### config.mk
export PLATFORM = sky130hd
export DESIGN_NAME = snoop_wi_cache
export DESIGN_NICKNAME = d
export VERILOG_FILES = /design/src/rtl/snoop_wi_pkg.sv /design/src/rtl/wi_line_store.sv /design/src/rtl/wi_ctrl_fsm.sv /design/src/rtl/snoop_wi_cache.sv
export SDC_FILE = /design/constraint.sdc
export NUM_CORES = 1
export LEC_CHECK = 0
export BUFFER_PORTS_ARGS = -buffer_cell sky130_fd_sc_hd__buf_2
export CORE_MARGIN = 1
export CORE_UTILIZATION = 45
export CTS_CLUSTER_SIZE = 16
export DETAILED_ROUTE_END_ITERATION = 7
export PLACE_DENSITY = 0.65
export SLEW_MARGIN = 20
export SYNTH_ARGS = -nofsm -noshare
export SYNTH_HDL_FRONTEND = slang
export SYNTH_HIERARCHICAL = 1
export SYNTH_SLANG_ARGS = --single-unit
### constraint.sdc
create_clock -name clk -period 8.16 [get_ports clk]
set_input_delay 0.408 -clock clk [delete_from_list [all_inputs] [get_ports clk]]
set_output_delay 0.408 -clock clk [all_outputs]
set_load 0.05 [all_outputs]
### src/rtl/snoop_wi_pkg.sv
package snoop_wi_pkg;
  typedef enum logic [1:0] {
    LINE_I = 2'b00,
    LINE_S = 2'b01,
    LINE_M = 2'b10
  } lineState_e;

  typedef enum logic [1:0] {
    CMD_NONE  = 2'b00,
    CMD_READ  = 2'b01,
    CMD_INV   = 2'b10,
    CMD_WBACK = 2'b11
  } busCmd_e;

  typedef enum logic [1:0] {
    ST_IDLE,
    ST_WBACK,
    ST_FILL,
    ST_UPGRADE
  } ctlState_e;

  // strobes from control to the line store
  typedef struct packed {
    logic fillEn;   // load tag/data from bus, state Shared
    logic writeEn;  // store core data, state Modified
    logic dropEn;   // force core-indexed line Invalid
    logic fillSel;  // core read data comes from the bus
  } lineStrobe_t;
endpackage

### src/rtl/wi_line_store.sv
module wi_line_store
  import snoop_wi_pkg::*;
#(
  parameter int AddrW = 8,
  parameter int DataW = 16,
  parameter int Lines = 4
) (
  input  logic                     clk,
  input  logic                     rstN,
  input  lineStrobe_t              strobe,
  input  logic [AddrW-1:0]         coreAddr,
  input  logic [DataW-1:0]         coreWdata,
  input  logic [DataW-1:0]         busRdata,
  input  logic                     busGrant,
  input  logic                     snpValid,
  input  logic [1:0]               snpCmd,
  input  logic [AddrW-1:0]         snpAddr,
  output lineState_e               lineSt,
  output logic [AddrW-$clog2(Lines)-1:0] lineTag,
  output logic [DataW-1:0]         lineData,
  output logic                     coreHit,
  output logic                     snoopOnCore,
  output logic [DataW-1:0]         coreRdata,
  output logic                     supValid,
  output logic [AddrW-1:0]         supAddr,
  output logic [DataW-1:0]         supData
);
  localparam int IdxW = $clog2(Lines);
  localparam int TagW = AddrW - IdxW;

  lineState_e           stateArr [Lines];
  logic [TagW-1:0]      tagArr   [Lines];
  logic [DataW-1:0]     dataArr  [Lines];

  logic [IdxW-1:0] cIdx, sIdx;
  logic [TagW-1:0] cTag, sTag;
  busCmd_e         sCmd;
  logic            snpHit, snpRead, snpKill;

  assign cIdx = coreAddr[IdxW-1:0];
  assign cTag = coreAddr[AddrW-1:IdxW];
  assign sIdx = snpAddr[IdxW-1:0];
  assign sTag = snpAddr[AddrW-1:IdxW];
  assign sCmd = busCmd_e'(snpCmd);

  assign snpHit  = snpValid && (stateArr[sIdx] != LINE_I) && (tagArr[sIdx] == sTag);
  assign snpRead = snpHit && (sCmd == CMD_READ);
  assign snpKill = snpHit && (sCmd == CMD_INV);

  assign lineSt      = stateArr[cIdx];
  assign lineTag     = tagArr[cIdx];
  assign lineData    = dataArr[cIdx];
  assign coreHit     = (stateArr[cIdx] != LINE_I) && (tagArr[cIdx] == cTag);
  assign snoopOnCore = snpHit && (sIdx == cIdx);
  assign coreRdata   = strobe.fillSel ? busRdata : dataArr[cIdx];

  for (genvar g = 0; g < Lines; g++) begin : gLine
    logic coreSel, snpSel;
    assign coreSel = (cIdx == IdxW'(g));
    assign snpSel  = (sIdx == IdxW'(g));

    always_ff @(posedge clk) begin
      if (!rstN) begin
        stateArr[g] <= LINE_I;
        tagArr[g]   <= '0;
        dataArr[g]  <= '0;
      end else if (strobe.fillEn && coreSel) begin
        stateArr[g] <= LINE_S;
        tagArr[g]   <= cTag;
        dataArr[g]  <= busRdata;
      end else if (strobe.writeEn && coreSel) begin
        stateArr[g] <= LINE_M;
        dataArr[g]  <= coreWdata;
      end else if (strobe.dropEn && coreSel) begin
        stateArr[g] <= LINE_I;
      end else if (snpKill && snpSel) begin
        stateArr[g] <= LINE_I;
      end else if (snpRead && snpSel && stateArr[g] == LINE_M) begin
        stateArr[g] <= LINE_S;
      end
    end
  end

  always_ff @(posedge clk) begin
    if (!rstN) begin
      supValid <= 1'b0;
      supAddr  <= '0;
      supData  <= '0;
    end else begin
      supValid <= snpRead && (stateArr[sIdx] == LINE_M);
      supAddr  <= snpAddr;
      supData  <= dataArr[sIdx];
    end
  end

  // supply only follows a snoop, and the supplier has given up ownership
  p_supply_src_r6: assert property (@(posedge clk) disable iff (!rstN)
    supValid |-> $past(snpValid) && $past(snpAddr) == supAddr);
  p_supply_drop_r6: assert property (@(posedge clk) disable iff (!rstN)
    supValid |-> stateArr[supAddr[IdxW-1:0]] != LINE_M);
  // a matching foreign invalidate leaves the line Invalid
  p_snoop_kill_r7: assert property (@(posedge clk) disable iff (!rstN)
    snpKill |=> stateArr[$past(sIdx)] == LINE_I);
  // only a resident line is ever written
  p_write_owned_r3: assert property (@(posedge clk) disable iff (!rstN)
    strobe.writeEn |-> coreHit);
  // bus serialises: a foreign transaction never overlaps our own grant
  p_bus_serial_r11: assert property (@(posedge clk) disable iff (!rstN)
    !(busGrant && snpValid));
endmodule

### src/rtl/wi_ctrl_fsm.sv
module wi_ctrl_fsm
  import snoop_wi_pkg::*;
#(
  parameter int AddrW = 8,
  parameter int DataW = 16,
  parameter int Lines = 4
) (
  input  logic                     clk,
  input  logic                     rstN,
  input  logic                     coreReq,
  input  logic                     coreWrite,
  input  logic [AddrW-1:0]         coreAddr,
  input  lineState_e               lineSt,
  input  logic [AddrW-$clog2(Lines)-1:0] lineTag,
  input  logic [DataW-1:0]         lineData,
  input  logic                     coreHit,
  input  logic                     snoopOnCore,
  input  logic                     busGrant,
  output lineStrobe_t              strobe,
  output logic                     coreReady,
  output logic                     busReq,
  output logic [1:0]               busCmd,
  output logic [AddrW-1:0]         busAddr,
  output logic [DataW-1:0]         busWdata
);
  localparam int IdxW = $clog2(Lines);

  ctlState_e state, nextState;
  busCmd_e   cmd;

  always_comb begin
    nextState = state;
    strobe    = '0;
    coreReady = 1'b0;
    busReq    = 1'b0;
    cmd       = CMD_NONE;
    busAddr   = coreAddr;
    busWdata  = lineData;
    unique case (state)
      ST_IDLE: begin
        if (coreReq && !snoopOnCore) begin
          if (coreHit) begin
            if (!coreWrite) begin
              coreReady = 1'b1;
            end else if (lineSt == LINE_M) begin
              strobe.writeEn = 1'b1;
              coreReady      = 1'b1;
            end else begin
              nextState = ST_UPGRADE;
            end
          end else if (lineSt == LINE_M) begin
            nextState = ST_WBACK;
          end else begin
            strobe.dropEn = 1'b1;
            nextState     = ST_FILL;
          end
        end
      end
      ST_WBACK: begin
        if (lineSt != LINE_M) begin
          // a peer already took the dirty data; nothing left to write back
          strobe.dropEn = 1'b1;
          nextState     = ST_FILL;
        end else begin
          busReq  = 1'b1;
          cmd     = CMD_WBACK;
          busAddr = {lineTag, coreAddr[IdxW-1:0]};
          if (busGrant) begin
            strobe.dropEn = 1'b1;
            nextState     = ST_FILL;
          end
        end
      end
      ST_FILL: begin
        busReq = 1'b1;
        cmd    = CMD_READ;
        if (busGrant) begin
          strobe.fillEn  = 1'b1;
          strobe.fillSel = 1'b1;
          if (coreWrite) begin
            nextState = ST_UPGRADE;
          end else begin
            coreReady = 1'b1;
            nextState = ST_IDLE;
          end
        end
      end
      ST_UPGRADE: begin
        if (!coreHit) begin
          nextState = ST_FILL;
        end else begin
          busReq = 1'b1;
          cmd    = CMD_INV;
          if (busGrant) begin
            strobe.writeEn = 1'b1;
            coreReady      = 1'b1;
            nextState      = ST_IDLE;
          end
        end
      end
      default: nextState = ST_IDLE;
    endcase
  end

  assign busCmd = cmd;

  always_ff @(posedge clk) begin
    if (!rstN) state <= ST_IDLE;
    else       state <= nextState;
  end

  p_ready_has_req_r2: assert property (@(posedge clk) disable iff (!rstN)
    coreReady |-> coreReq);
  p_read_held_r2: assert property (@(posedge clk) disable iff (!rstN)
    busReq && busCmd == CMD_READ && !busGrant |=>
      busReq && busCmd == CMD_READ && $stable(busAddr));
  p_wback_then_read_r9: assert property (@(posedge clk) disable iff (!rstN)
    busReq && busCmd == CMD_WBACK && busGrant |=> busReq && busCmd == CMD_READ);
  p_inv_completes_r3: assert property (@(posedge clk) disable iff (!rstN)
    busReq && busCmd == CMD_INV && busGrant |-> coreReady && coreWrite);
  p_silent_write_r4: assert property (@(posedge clk) disable iff (!rstN)
    coreReady && state == ST_IDLE |-> !busReq);
  p_idle_quiet_r1: assert property (@(posedge clk) disable iff (!rstN)
    state == ST_IDLE |-> !busReq);
endmodule

### src/rtl/snoop_wi_cache.sv
module snoop_wi_cache
  import snoop_wi_pkg::*;
#(
  parameter int AddrW = 8,
  parameter int DataW = 16,
  parameter int Lines = 4
) (
  input  logic             clk,
  input  logic             rstN,
  input  logic             coreReq,
  input  logic             coreWrite,
  input  logic [AddrW-1:0] coreAddr,
  input  logic [DataW-1:0] coreWdata,
  output logic             coreReady,
  output logic [DataW-1:0] coreRdata,
  output logic             busReq,
  output logic [1:0]       busCmd,
  output logic [AddrW-1:0] busAddr,
  output logic [DataW-1:0] busWdata,
  input  logic             busGrant,
  input  logic [DataW-1:0] busRdata,
  input  logic             snpValid,
  input  logic [1:0]       snpCmd,
  input  logic [AddrW-1:0] snpAddr,
  output logic             supValid,
  output logic [AddrW-1:0] supAddr,
  output logic [DataW-1:0] supData
);
  localparam int TagW = AddrW - $clog2(Lines);

  lineStrobe_t     strobe;
  lineState_e      lineSt;
  logic [TagW-1:0] lineTag;
  logic [DataW-1:0] lineData;
  logic            coreHit, snoopOnCore;

  wi_line_store #(.AddrW(AddrW), .DataW(DataW), .Lines(Lines)) uStore (
    .clk(clk), .rstN(rstN), .strobe(strobe),
    .coreAddr(coreAddr), .coreWdata(coreWdata), .busRdata(busRdata),
    .busGrant(busGrant), .snpValid(snpValid), .snpCmd(snpCmd), .snpAddr(snpAddr),
    .lineSt(lineSt), .lineTag(lineTag), .lineData(lineData),
    .coreHit(coreHit), .snoopOnCore(snoopOnCore), .coreRdata(coreRdata),
    .supValid(supValid), .supAddr(supAddr), .supData(supData)
  );

  wi_ctrl_fsm #(.AddrW(AddrW), .DataW(DataW), .Lines(Lines)) uCtrl (
    .clk(clk), .rstN(rstN), .coreReq(coreReq), .coreWrite(coreWrite),
    .coreAddr(coreAddr), .lineSt(lineSt), .lineTag(lineTag), .lineData(lineData),
    .coreHit(coreHit), .snoopOnCore(snoopOnCore), .busGrant(busGrant),
    .strobe(strobe), .coreReady(coreReady), .busReq(busReq), .busCmd(busCmd),
    .busAddr(busAddr), .busWdata(busWdata)
  );
endmodule

==> impl_metrics.toml <==
[status]
status = "finished clean"

[placed_design]
dp.cells = 757
numPortBuffers = 124
dp_hpwl_mm = 11.0
routabilityCongestion = 0.792
placed_area_um2 = 7510

[global_routing]
grt_max_degree = 40
antenna_found_initial = 0
grt_pass1_wl_mm = 27.5
grt_pass1_vias = 4784
grt_overflow = 0
grt_usage = 0.235

[worst_setup_path]
crit_end = "uStore/dataArr[2][2]"
slowest_delay_ps = 920
r2r_cells = 11
required_ps = 8440
critPathMaxFanout = 37
crit_buf_inv = 2
cp-end-kind = "flip-flop"
cp_common_cell = "nand3_1"
crit_type = "primary input to flip-flop"
critPathSlowestCell = "nor2_2"
cp-startpoint = "coreAddr[0]"
worstSetupPathDepth = 13
r2r_end = "uStore/dataArr[2][2]"
crit_path_cell_trace = "buf_2 > buf_4 > mux4_2 > xnor2_1 > nand3_1 > nor4_1 > nand3_1 > nor3_1 > a31oi_1 > nor2_1 > nand3b_1 > nor2_2 > a22o_1"
crit_arrival_ps = 5180
path_delay_family = "simple AND/OR/NAND/NOR gates"
cp-start-kind = "primary input"
r2r_start = "uStore/tagArr[2][4]"
regToRegSetupSlack_ps = 3590

[drt]
routed_wl_mm = 17.7
final_antenna_net_count = 0
drt_iter0_drc = 493
wire_per_inst_um = 22.5
via_count = 4794
drc = 0
routed_via_density = 6.08
drtPass1Iterations = 5

[die]
fp.dieH_um = 126
placementRows = 44
die_x_um = 126
coreArea_um2 = 14800
initial_core_util = 0.468
pin_count = 125
design.die.area_um2 = 15800

[synth]
synth_flop_cell = "edfxtp_1"
synth_area_um2 = 6900
async_flop_share = 0
yosys_register_bits = 123
yosysWarnings = 6
synth_edf_count = 96
synth_area_leaders = "edfxtp_1, mux4_2, a22o_1"
yosysSeqAreaShare = 0.496
synth.distinct_cells = 51
synth_cells = 498
synth_nets = 558
syn_avg_cell_area_um2 = 13.9
synth_top_cell_by_area = "edfxtp_1"
synth.top_cell.area_share = 0.418

[power_and_ir_drop]
p_leak_nw = 3.18
p_per_area_nw_per_um2 = 235
ir_worst_vdd_uv = 173

[final_layout]
stdcell_count = 788
nFillCells = 1242
nNetsFinal = 652
insertedDiodeCount = 0
area.sequential_um2 = 3420
stdcell_area_um2 = 8050
final_cell_mix = "buf_2, edfxtp_1, a22o_1"
area_growth_pct = 16.7
multi_input_area_um2 = 3180
layout_commonest_cell = "buf_2"
drive_gt1_frac = 0.397

[timing]
post-route-period-util = 0.600
slew_headroom = 0.277
setup_viol = 0
tightest_slew_ps = 1080
post-route-min-period_ps = 4900
final.setup.tns_ps = 0
skew_ps = 21.1
holdWs_ps = 250
fmax_mhz = 204
rsz0062_at_grt = "no"
final-max-slew-violation-count = 0
hold_viol_final = 0

[clock_tree]
clk_latency_ps = 430
post_cts_buffers = 0
cts.clk_slew.worst_paths_ps = 50
root_buffer = "clkbuf_16"
cts_max_level = 4
cts.sinks = 123
postCtsHoldBufs = 0
numCtsBuffers = 17
cts_tree = "done"
cts_buffer_depth = 2
cts_resized = 0

[worst_hold_path]
min_path_type = "primary input to flip-flop"

[flow_run]
cap_viol_max_count = 0
## where the power goes
| group | total [mW] | switching, mW | internal, mW | leakage (nW) |
|---|---|---|---|---|
| clock network | 0.688 | 0.264 | 0.424 | 0.254 |
| registers | 0.745 | 0.0217 | 0.723 | 1.22 |
| logic | 0.458 | 0.310 | 0.148 | 1.71 |
| total | 1.89 | 0.596 | 1.29 | 3.18 |
## worst reg2reg max path, delay by kind of cell (launching register included)
kind	cells	cell delay, ps
XOR/XNOR	1	150
multiplexers	1	510
AO/OA/AOI/OAI	2	340
AND/OR/NAND/NOR	7	3030
flip-flops	1	410
## area by class of cell
type,count,area share
flip-flops and latches,123,0.425
clock buffers,24,0.0574
inverters,7,0.00326
multi-input cells,314,0.395
repair buffers,129,0.0818
clock inverters,7,0.00902
well taps,184,0.0286
## sequential cells by signal (all words and copies together), names as in the netlist
register and cells:
uStore/stateArr 8, uStore/tagArr 24, uStore/supData 16, uCtrl/state 2
uStore/supValid 1, uStore/dataArr 64, uStore/supAddr 8
## layer usage
| layer | GRT usage | up-vias | wire length, um |
|---|---|---|---|
| li1 | - | 2148 | - |
| met1 | 0.303 | 2418 | 7330 |
| met2 | 0.381 | 207 | 8800 |
| met3 | 0.0620 | 21 | 1340 |
| met4 | 0.0900 | 0 | 257 |
| met5 | 0 | - | 0 |
## metrics by stage
| stage | power (mW) | setup slack (ps) | utilization |
|---|---|---|---|
| after global placement | 1.21 | 3150 | 0.509 |
| after global routing | 1.96 | 2930 | 0.546 |
| final | 1.89 | 3260 | 0.546 |
| after detailed placement | 1.21 | 2950 | 0.509 |
| after floorplan | 1.11 | 4230 | - |
| after CTS | 1.90 | 3380 | 0.546 |
## how the worst min path moves through the flow
stage                         from           endpoint  slack, ps  depth (start not counted)
floorplan           uCtrl/state[1]     uCtrl/state[1]        470                          2
global placement    uCtrl/state[1]     uCtrl/state[1]        490                          2
detailed placement  uCtrl/state[1]     uCtrl/state[1]        510                          2
CTS                     snpAddr[6]  uStore/supAddr[6]        240                          2
global route            snpAddr[6]  uStore/supAddr[6]        250                          2
finish                  snpAddr[6]  uStore/supAddr[6]        250                          2
## synthesized netlist by cell type (2+ instances only)
cell      instances
clkbuf_1         18
a21oi_1           7
nand4_1           3
nor2_1           12
nand3b_1          2
buf_6             2
o21ai_0           8
a21oi_2           2
a21o_1            4
nand4b_1          2
mux4_2           42
mux2i_1           7
and3b_1           3
buf_2            12
ha_1              4
xnor2_1           7
o31ai_1           7
mux2_2           23
nand2b_1          5
buf_1             3
nor3_1            3
and2_1           51
inv_1             7
nand2_1          15
xnor2_2           4
xor2_1            3
nor2b_1           5
nor4_1            3
buf_4            19
o21a_1            4
nand3_1           4
a22o_1           64
dfxtp_1          27
mux4_1            4
edfxtp_1         96
## kinds of logic (layout without fill, tap and decap cells)
family / count (synthesis) / in the layout / share of synthesized area
xor+xnor: 14 / 14 / 0.0221
simple gates: 115 / 115 / 0.103
fa+ha+maj: 4 / 4 / 0.00725
compound gates: 104 / 104 / 0.122
flops: 123 / 123 / 0.496
mux: 77 / 77 / 0.202
buf+inv: 61 / 167 / 0.0479
Note: power is estimated with default switching activity, not from simulation.
